===== src/rtl/wbs_pkg.sv =====
package wbs_pkg;
  localparam int SLOT_CLKS = 4;
  localparam int CHOP_CLKS = SLOT_CLKS / 2;

  typedef enum logic [1:0] {
    BLM_FULL   = 2'b00,
    BLM_SELECT = 2'b01,
    BLM_CHOP   = 2'b10,
    BLM_RSVD   = 2'b11
  } wbs_blmode_e;

  typedef struct packed {
    logic vld;
    logic chop;
  } wbs_slot_t;
endpackage


===== src/rtl/wbs_decode.sv =====
module wbs_decode
  import wbs_pkg::*;
(
  input  logic       clk,
  input  logic       rst_n,
  input  logic       wr_cmd,
  input  logic [1:0] bl_mode,
  input  logic       bl_sel,
  output wbs_slot_t  slot,
  output logic       err_mode
);
  wbs_blmode_e mode;
  assign mode = wbs_blmode_e'(bl_mode);

  always_comb begin
    slot = '0;
    if (wr_cmd) begin
      unique case (mode)
        BLM_FULL:   begin slot.vld = 1'b1; slot.chop = 1'b0;    end
        BLM_SELECT: begin slot.vld = 1'b1; slot.chop = !bl_sel; end
        BLM_CHOP:   begin slot.vld = 1'b1; slot.chop = 1'b1;    end
        default:    slot = '0;
      endcase
    end
  end

  always_ff @(posedge clk) begin
    if (!rst_n) err_mode <= 1'b0;
    else if (wr_cmd && mode == BLM_RSVD) err_mode <= 1'b1;
  end

  assert_rsvd_flag_R5: assert property (@(posedge clk) disable iff (!rst_n)
    (wr_cmd && bl_mode == 2'b11) |=> err_mode);
  assert_mode_sticky_R5: assert property (@(posedge clk) disable iff (!rst_n)
    err_mode |=> err_mode);
  assert_chop_mode_R4: assert property (@(posedge clk) disable iff (!rst_n)
    (wr_cmd && bl_mode == 2'b10) |-> (slot.vld && slot.chop));
endmodule


===== src/rtl/wbs_delay.sv =====
module wbs_delay
  import wbs_pkg::*;
#(
  parameter int DEPTH = 5
) (
  input  logic      clk,
  input  logic      rst_n,
  input  wbs_slot_t slot_in,
  output wbs_slot_t tap_start,
  output wbs_slot_t tap_pre
);
  wbs_slot_t [DEPTH-1:0] stg;

  generate
    if (DEPTH == 1) begin : g_one
      always_ff @(posedge clk) begin
        if (!rst_n) stg <= '0;
        else        stg <= slot_in;
      end
      assign tap_pre = slot_in;
    end else begin : g_chain
      always_ff @(posedge clk) begin
        if (!rst_n) stg <= '0;
        else        stg <= {stg[DEPTH-2:0], slot_in};
      end
      assign tap_pre = stg[DEPTH-2];
    end
  endgenerate

  assign tap_start = stg[DEPTH-1];

  assert_pipe_delay_R1: assert property (@(posedge clk) disable iff (!rst_n)
    tap_pre.vld |=> tap_start.vld);
endmodule


===== src/rtl/wbs_engine.sv =====
module wbs_engine
  import wbs_pkg::*;
#(
  parameter int DW = 8
) (
  input  logic          clk,
  input  logic          rst_n,
  input  wbs_slot_t     start,
  input  wbs_slot_t     pre,
  input  logic          in_valid,
  output logic          in_ready,
  input  logic [2*DW-1:0] in_pair,
  output logic [DW-1:0] beat_rise,
  output logic [DW-1:0] beat_fall,
  output logic [1:0]    beat_mask,
  output logic [1:0]    dqs_en,
  output logic          err_underflow
);
  localparam int CW = $clog2(SLOT_CLKS);
  localparam logic [CW-1:0] LAST_FULL = CW'(SLOT_CLKS - 1);
  localparam logic [CW-1:0] LAST_CHOP = CW'(CHOP_CLKS - 1);

  logic          act, chop_q, last_q;
  logic [CW-1:0] cidx;
  logic          n_act, n_chop, n_data, n_last;
  logic [CW-1:0] n_idx;

  always_comb begin
    n_act  = start.vld | (act & (cidx != LAST_FULL));
    n_idx  = start.vld ? '0 : cidx + 1'b1;
    n_chop = start.vld ? start.chop : chop_q;
    n_data = n_act & (!n_chop | (n_idx <= LAST_CHOP));
    n_last = n_data & (n_idx == (n_chop ? LAST_CHOP : LAST_FULL));
  end

  assign in_ready = n_data;

  always_ff @(posedge clk) begin
    if (!rst_n) begin
      act <= 1'b0; chop_q <= 1'b0; last_q <= 1'b0; cidx <= '0;
      beat_rise <= '0; beat_fall <= '0; beat_mask <= '0; dqs_en <= '0;
      err_underflow <= 1'b0;
    end else begin
      act    <= n_act;
      cidx   <= n_idx;
      chop_q <= n_chop;
      last_q <= n_last;
      beat_mask <= {2{n_data}};
      if (n_data && in_valid) begin
        beat_rise <= in_pair[DW-1:0];
        beat_fall <= in_pair[2*DW-1:DW];
      end else begin
        beat_rise <= '0;
        beat_fall <= '0;
      end
      if (n_data || pre.vld) dqs_en <= 2'b11;
      else if (last_q)       dqs_en <= 2'b01;
      else                   dqs_en <= 2'b00;
      if (n_data && !in_valid) err_underflow <= 1'b1;
    end
  end

  assert_slot_spacing_R6: assert property (@(posedge clk) disable iff (!rst_n)
    start.vld |-> !(act && cidx != LAST_FULL));
  assert_ready_to_mask_R9: assert property (@(posedge clk) disable iff (!rst_n)
    in_ready |=> beat_mask == 2'b11);
  assert_mask_framed_R1: assert property (@(posedge clk) disable iff (!rst_n)
    (beat_mask != 2'b00) |-> dqs_en == 2'b11);
  assert_post_no_data_R8: assert property (@(posedge clk) disable iff (!rst_n)
    (dqs_en == 2'b01) |-> beat_mask == 2'b00);
  assert_uf_sticky_R10: assert property (@(posedge clk) disable iff (!rst_n)
    err_underflow |=> err_underflow);
  assert_uf_zero_R10: assert property (@(posedge clk) disable iff (!rst_n)
    (in_ready && !in_valid) |=> (beat_rise == '0 && beat_fall == '0));
endmodule


===== src/rtl/wr_burst_sched.sv =====
module wr_burst_sched
  import wbs_pkg::*;
#(
  parameter int DW  = 8,
  parameter int AL  = 0,
  parameter int CWL = 5
) (
  input  logic            clk,
  input  logic            rst_n,
  input  logic            wr_cmd,
  input  logic [1:0]      bl_mode,
  input  logic            bl_sel,
  input  logic            in_valid,
  output logic            in_ready,
  input  logic [2*DW-1:0] in_pair,
  output logic [DW-1:0]   beat_rise,
  output logic [DW-1:0]   beat_fall,
  output logic [1:0]      beat_mask,
  output logic [1:0]      dqs_en,
  output logic            err_mode,
  output logic            err_underflow
);
  localparam int WL = AL + CWL;

  wbs_slot_t cmd_slot, tap_start, tap_pre;

  wbs_decode u_decode (
    .clk(clk), .rst_n(rst_n), .wr_cmd(wr_cmd), .bl_mode(bl_mode),
    .bl_sel(bl_sel), .slot(cmd_slot), .err_mode(err_mode)
  );

  wbs_delay #(.DEPTH(WL)) u_delay (
    .clk(clk), .rst_n(rst_n), .slot_in(cmd_slot),
    .tap_start(tap_start), .tap_pre(tap_pre)
  );

  wbs_engine #(.DW(DW)) u_engine (
    .clk(clk), .rst_n(rst_n), .start(tap_start), .pre(tap_pre),
    .in_valid(in_valid), .in_ready(in_ready), .in_pair(in_pair),
    .beat_rise(beat_rise), .beat_fall(beat_fall), .beat_mask(beat_mask),
    .dqs_en(dqs_en), .err_underflow(err_underflow)
  );

  assert_reset_quiet_R11: assert property (@(posedge clk)
    !rst_n |=> (beat_mask == 2'b00 && dqs_en == 2'b00 && !err_mode && !err_underflow));
endmodule


===== config.mk =====
export PLATFORM = sky130hd
export DESIGN_NAME = wr_burst_sched
export DESIGN_NICKNAME = d
export VERILOG_FILES = /design/src/rtl/wbs_pkg.sv /design/src/rtl/wbs_decode.sv /design/src/rtl/wbs_delay.sv /design/src/rtl/wbs_engine.sv /design/src/rtl/wr_burst_sched.sv
export SDC_FILE = /design/constraint.sdc
export NUM_CORES = 1
export LEC_CHECK = 0
export BUFFER_PORTS_ARGS = -buffer_cell sky130_fd_sc_hd__buf_4
export CORE_UTILIZATION = 48
export CTS_CLUSTER_DIAMETER = 120
export DETAILED_ROUTE_END_ITERATION = 12
export GPL_ROUTABILITY_DRIVEN = 0
export PLACE_DENSITY = 0.8
export SYNTH_ARGS = -nofsm -noshare
export SYNTH_HDL_FRONTEND = slang
export SYNTH_SLANG_ARGS = --single-unit

===== constraint.sdc =====
create_clock -name clk -period 2.3 [get_ports clk]
set_clock_uncertainty 0.05 [all_clocks]
set_input_delay 0.115 -clock clk [delete_from_list [all_inputs] [get_ports clk]]
set_output_delay 0.115 -clock clk [all_outputs]
set_load 0.1 [all_outputs]

# Word-level counts from Yosys, hierarchy flattened
# Cells that the tools add are included.
[op_classes]
n_reduce_logical = 10
n_addsub = 1
n_lt_le_gt_ge = 1
n_eq_ne = 5
bitwise = 5
n_mux = 6
[ops]
columns = ["cell", "n"]
rows = [
  ["$mux 2", 3],
  ["$pmux 2 s3", 1],
  ["$eq 2x2->1 const B", 2],
  ["$reduce_and 2->1", 2],
  ["$and 1x1->1", 3],
  ["$logic_and 1x1->1", 3],
  ["$logic_not 1->1", 3],
  ["$add 2x1->2 const B", 1],
  ["$eq 2x1->1 const B", 1],
  ["$eq 2x2->1", 1],
  ["$le 2x1->1 const B", 1],
  ["$logic_not 2->1", 1],
  ["$mux 1", 2],
  ["$ne 2x2->1 const B", 1],
  ["$or 1x1->1", 2],
  ["$logic_or 1x1->1", 1],
]
[word_totals]
output_inout_bits = 23
wordCells = 48
input_bits = 23
ff_bits = 36

# Longest topological paths before layout
[depth]
word_depth = 7
depth_mapped = 5
mapped_depth_nobuf = 4

# Modules after synthesis
# A second synthesis with hierarchy kept.
[unflattened]
hier_cells = 94
hier_area_um2 = 1144.8
[modules_own_cells]
columns = ["mod", "seq_area_each_um2", "cells_per_inst", "n_inst", "area_each_um2"]
rows = [
  ["wbs_engine", 500.5, 63, 1, 785.8],
  ["wbs_delay", 200.2, 24, 1, 292.8],
  ["wbs_decode", 20.0, 7, 1, 66.3],
]

# Worst setup path before layout
# OpenSTA, ideal clock, no wires.
[synth_timing]
kind = "flip-flop to output port"
startpoint = "reg u_engine.beat_mask[0] (netlist name)"
endpoint = "out beat_mask[1]"
required_time_ns = 2.135
n_path_buf = 1
stages_incl_launch_ff = 2
arrival_time_ns = 1.356
path_slack_ns = 0.779
cell_sequence = "dfxtp_1 -> buf_4"
[synth_rtl]
columns = ["element", "line", "source"]
rows = [
  ["end: declaration", "wr_burst_sched.sv:18", "output logic [1:0] beat_mask,"],
]
# No word-level cell between the ends.

# Final worst setup path
[layout_timing]
startpoint = "reg u_engine.cidx[0]"
endpoint = "out in_ready"
[layout_between]
elab_chain_len = 5
word_cells_on_any_way = 8
classes_between = "add/sub (1); order compare (1); eq/ne (1); mux (1); bitwise (4)"
[layout_lines]
columns = ["element", "line", "source"]
rows = [
  ["start: declaration", "wbs_engine.sv:24", "logic [CW-1:0] cidx;"],
  ["start signal: assignment", "wbs_engine.sv:45", "cidx <= n_idx;"],
  ["$add 2x1->2", "wbs_engine.sv:30", "n_idx = start.vld ? '0 : cidx + 1'b1;"],
  ["$mux 2", "wbs_engine.sv:30", ""],
  ["$le 2x1->1", "wbs_engine.sv:32", "n_data = n_act & (!n_chop | (n_idx <= LAST_CHOP));"],
  ["$or 1x1->1", "wbs_engine.sv:32", ""],
  ["$and 1x1->1 (*)", "wbs_engine.sv:32", ""],
  ["end: declaration", "wr_burst_sched.sv:14", "output logic in_ready,"],
]
# Every way passes the cells marked *; elsewhere a longest branch is shown, timed or not.

==> impl_metrics.yaml <==
critical_path:
  cp_max_fo: 21
  reg2reg_slack_ps: 730
  critical_path_class: "flip-flop to output port"
  r2r-end: "u_engine.beat_fall[4]"
  worst_setup_path_end_kind: "output port"
  slowest_stage: "a21o_1"
  required_ps: 2130
  path_delay_family: "compound AO/OA/AOI/OAI gates"
  crit_buf_inv: 1
  crit_path_start_kind: "flip-flop"
  critPathArrivalTime_ps: 1920
  max_stage_delay_ps: 450
  r2r_start: "u_engine.cidx[0]"
  reg2regPathDepth: 4
  crit_chain: "ha_1 > nand2_1 > a21o_1 > buf_4"
floorplanning:
  die_h_um: 49.8
  start_util_pct: 53.2
  ios: 46
  die_x_um: 49.8
  rows: 16
  die_area_um2: 2480
  core_area_um2: 2060
route:
  drc: 0
  drtAntennaViolNets: 0
  wirelength_um: 2430
  drtIter0Drc: 5
  via_per_inst: 4.81
  drt_first_pass_iters: 3
  wl_per_cell_um: 13.3
  vias: 881
synth:
  yosys-top-cells-area: "dfxtp_1, and3_1, and2_1"
  synth_top_area_share_pct: 65.8
  yosys_most_used_dff: "dfxtp_1"
  synth_area_um2: 1100
  synth_commonest_cells: "dfxtp_1, and3_1, and2_1"
  yosysSeqAreaShare_pct: 65.8
  async_flop_share_pct: 0
  synthCells: 89
  syn_nets: 113
  synth.avg_cell_area_um2: 12.3
  synth_cell_types: 24
  synth_edf_count: 0
  synth_seq_cells: 36
  ys_warn_count: 0
  yosysTopAreaCell: "dfxtp_1"
  synthMostInstantiatedCell: "dfxtp_1"
placement:
  port_buffers: 45
  dp_hpwl_um: 1350
global_route:
  grtUsageTotal_pct: 23.3
  grt_pass1_vias: 945
  grt_pass1_wl_um: 4060
  antenna_found_initial: 0
  overflow: 0
  grt_max_degree: 22
sta:
  period_needed_ps: 2090
  max_slew_margin_pct: 65.5
  setup_violations: 0
  fmax_mhz: 479
  rsz0062_at_grt: "no"
  worst_pin_slew_ps: 518
  post-route-period-util_pct: 90.7
  slew_viol_final: 0
  finalHoldViolations: 0
  setup_tns_ps: 0
power:
  leakage_nw: 0.842
  totalPowerFinal_mw: 1.09
  power_density_nw_per_um2: 650
  peakVddDrop_uv: 522
clock_tree:
  clock_path_buffers: 2
  post_cts_resized: 0
  clk_latency_ps: 330
  htree_levels: 2
  clk_pin_slew_ps: 100
  cts_tree: "yes"
  cts_buffers: 5
  cts_root_buffer: "clkbuf_4"
  cts.sinks: 36
hold_path:
  worstHoldStart: "wr_cmd"
  hold_path_end: "u_decode.err_mode"
  whs_path_depth: 3
  hp-class: "input port to flip-flop"
cells_and_area:
  drive_above_1_share_pct: 34.6
  nNetsFinal: 179
  num_antenna_cells: 0
  synthToLayoutAreaGrowth_pct: 52.4
run_status:
  status: "finished clean"
flow_run:
  drv_cap: 0
worst reg2reg max path, cell delays in order (launching register included):
cell and delay [ps]:
dfxtp_1 340, ha_1 320, nand2_1 90, a21o_1 450, and3_1 260
cell usage in the layout (no fill, tap or decap), drive strengths merged, types with 2 or more instances in the layout:
| cell | count |
|---|---|
| o21a | 3 |
| buf | 45 |
| dfxtp | 36 |
| and3 | 16 |
| clkbuf | 8 |
| nand2 | 2 |
| nor2b | 4 |
| and2 | 10 |
| dlygate4sd3 | 19 |
metrics by stage:
step,setup WS [ps],hold slack [ps],area (um2),std cells,utilization [%]
5_1_grt,91.2,65.4,1670,183,81.0
3_5_place_dp,625,281,1420,156,68.9
2_1_floorplan,779,168,1100,89,-
6_report,213,35.5,1670,183,81.0
4_1_cts,246,34.5,1670,183,81.0
3_3_place_gp,658,273,1420,156,68.9
what timing repair did:
item                                   in CTS  in global routing
endpoints found under the hold margin      18                  0
hold buffers                               19                  0
buffers inserted                            0                  0
metal layers:
layer | wire (um) | track usage, % | vias up
li1 | - | - | 433
met1 | 913 | 21.5 | 400
met2 | 1290 | 43.9 | 37
met3 | 122 | 5.86 | 11
met4 | 104 | 15.2 | 0
met5 | 0 | 0 | -
registers in the layout, indices dropped and copies added (netlist names):
register and cells:
u_engine.chop_q 1, u_delay.stg 6, u_engine.beat_mask 1, u_decode.err_mode 1, u_engine.err_underflow 1, u_engine.beat_fall 8, u_engine.last_q 1, u_engine.act 1
u_engine.cidx 2, u_delay.tap_start 2, u_engine.beat_rise 8, u_engine.dqs_en 2, u_delay.tap_pre 2
area by class of cell:
cell class	count	area [um2]
clock buffer	8	58.8
multi-input combinational	47	325
inverter	1	3.75
sequential	36	721
tap	27	33.8
timing repair buffer	64	528
fill	124	392
worst max-delay path by stage:
stage,start,end,slack [ps],cells after the start
CTS,u_engine.cidx[0],in_ready,250,4
finish,u_engine.cidx[0],in_ready,210,4
global placement,u_engine.cidx[0],in_ready,660,4
global route,u_engine.cidx[0],in_ready,90,4
floorplan,u_engine.beat_mask[0],beat_mask[1],780,1
detailed placement,u_engine.cidx[0],in_ready,620,4
logic make-up after synthesis:
kind of cell    count (synthesis)  synth area share (%)
buf+inv                         6                  4.57
flops                          36                  65.8
mux                             1                 0.913
fa+ha+maj                       1                  1.14
simple gates                   35                  21.0
compound gates                 10                  6.62
power breakdown:
group / leakage (nW) / internal (mW) / switching (mW) / total [mW]
registers: 0.291 / 0.634 / 0.00431 / 0.638
clock network: 0.0326 / 0.151 / 0.185 / 0.336
logic: 0.518 / 0.0599 / 0.0522 / 0.112
Power figures use the tool's default switching activity.
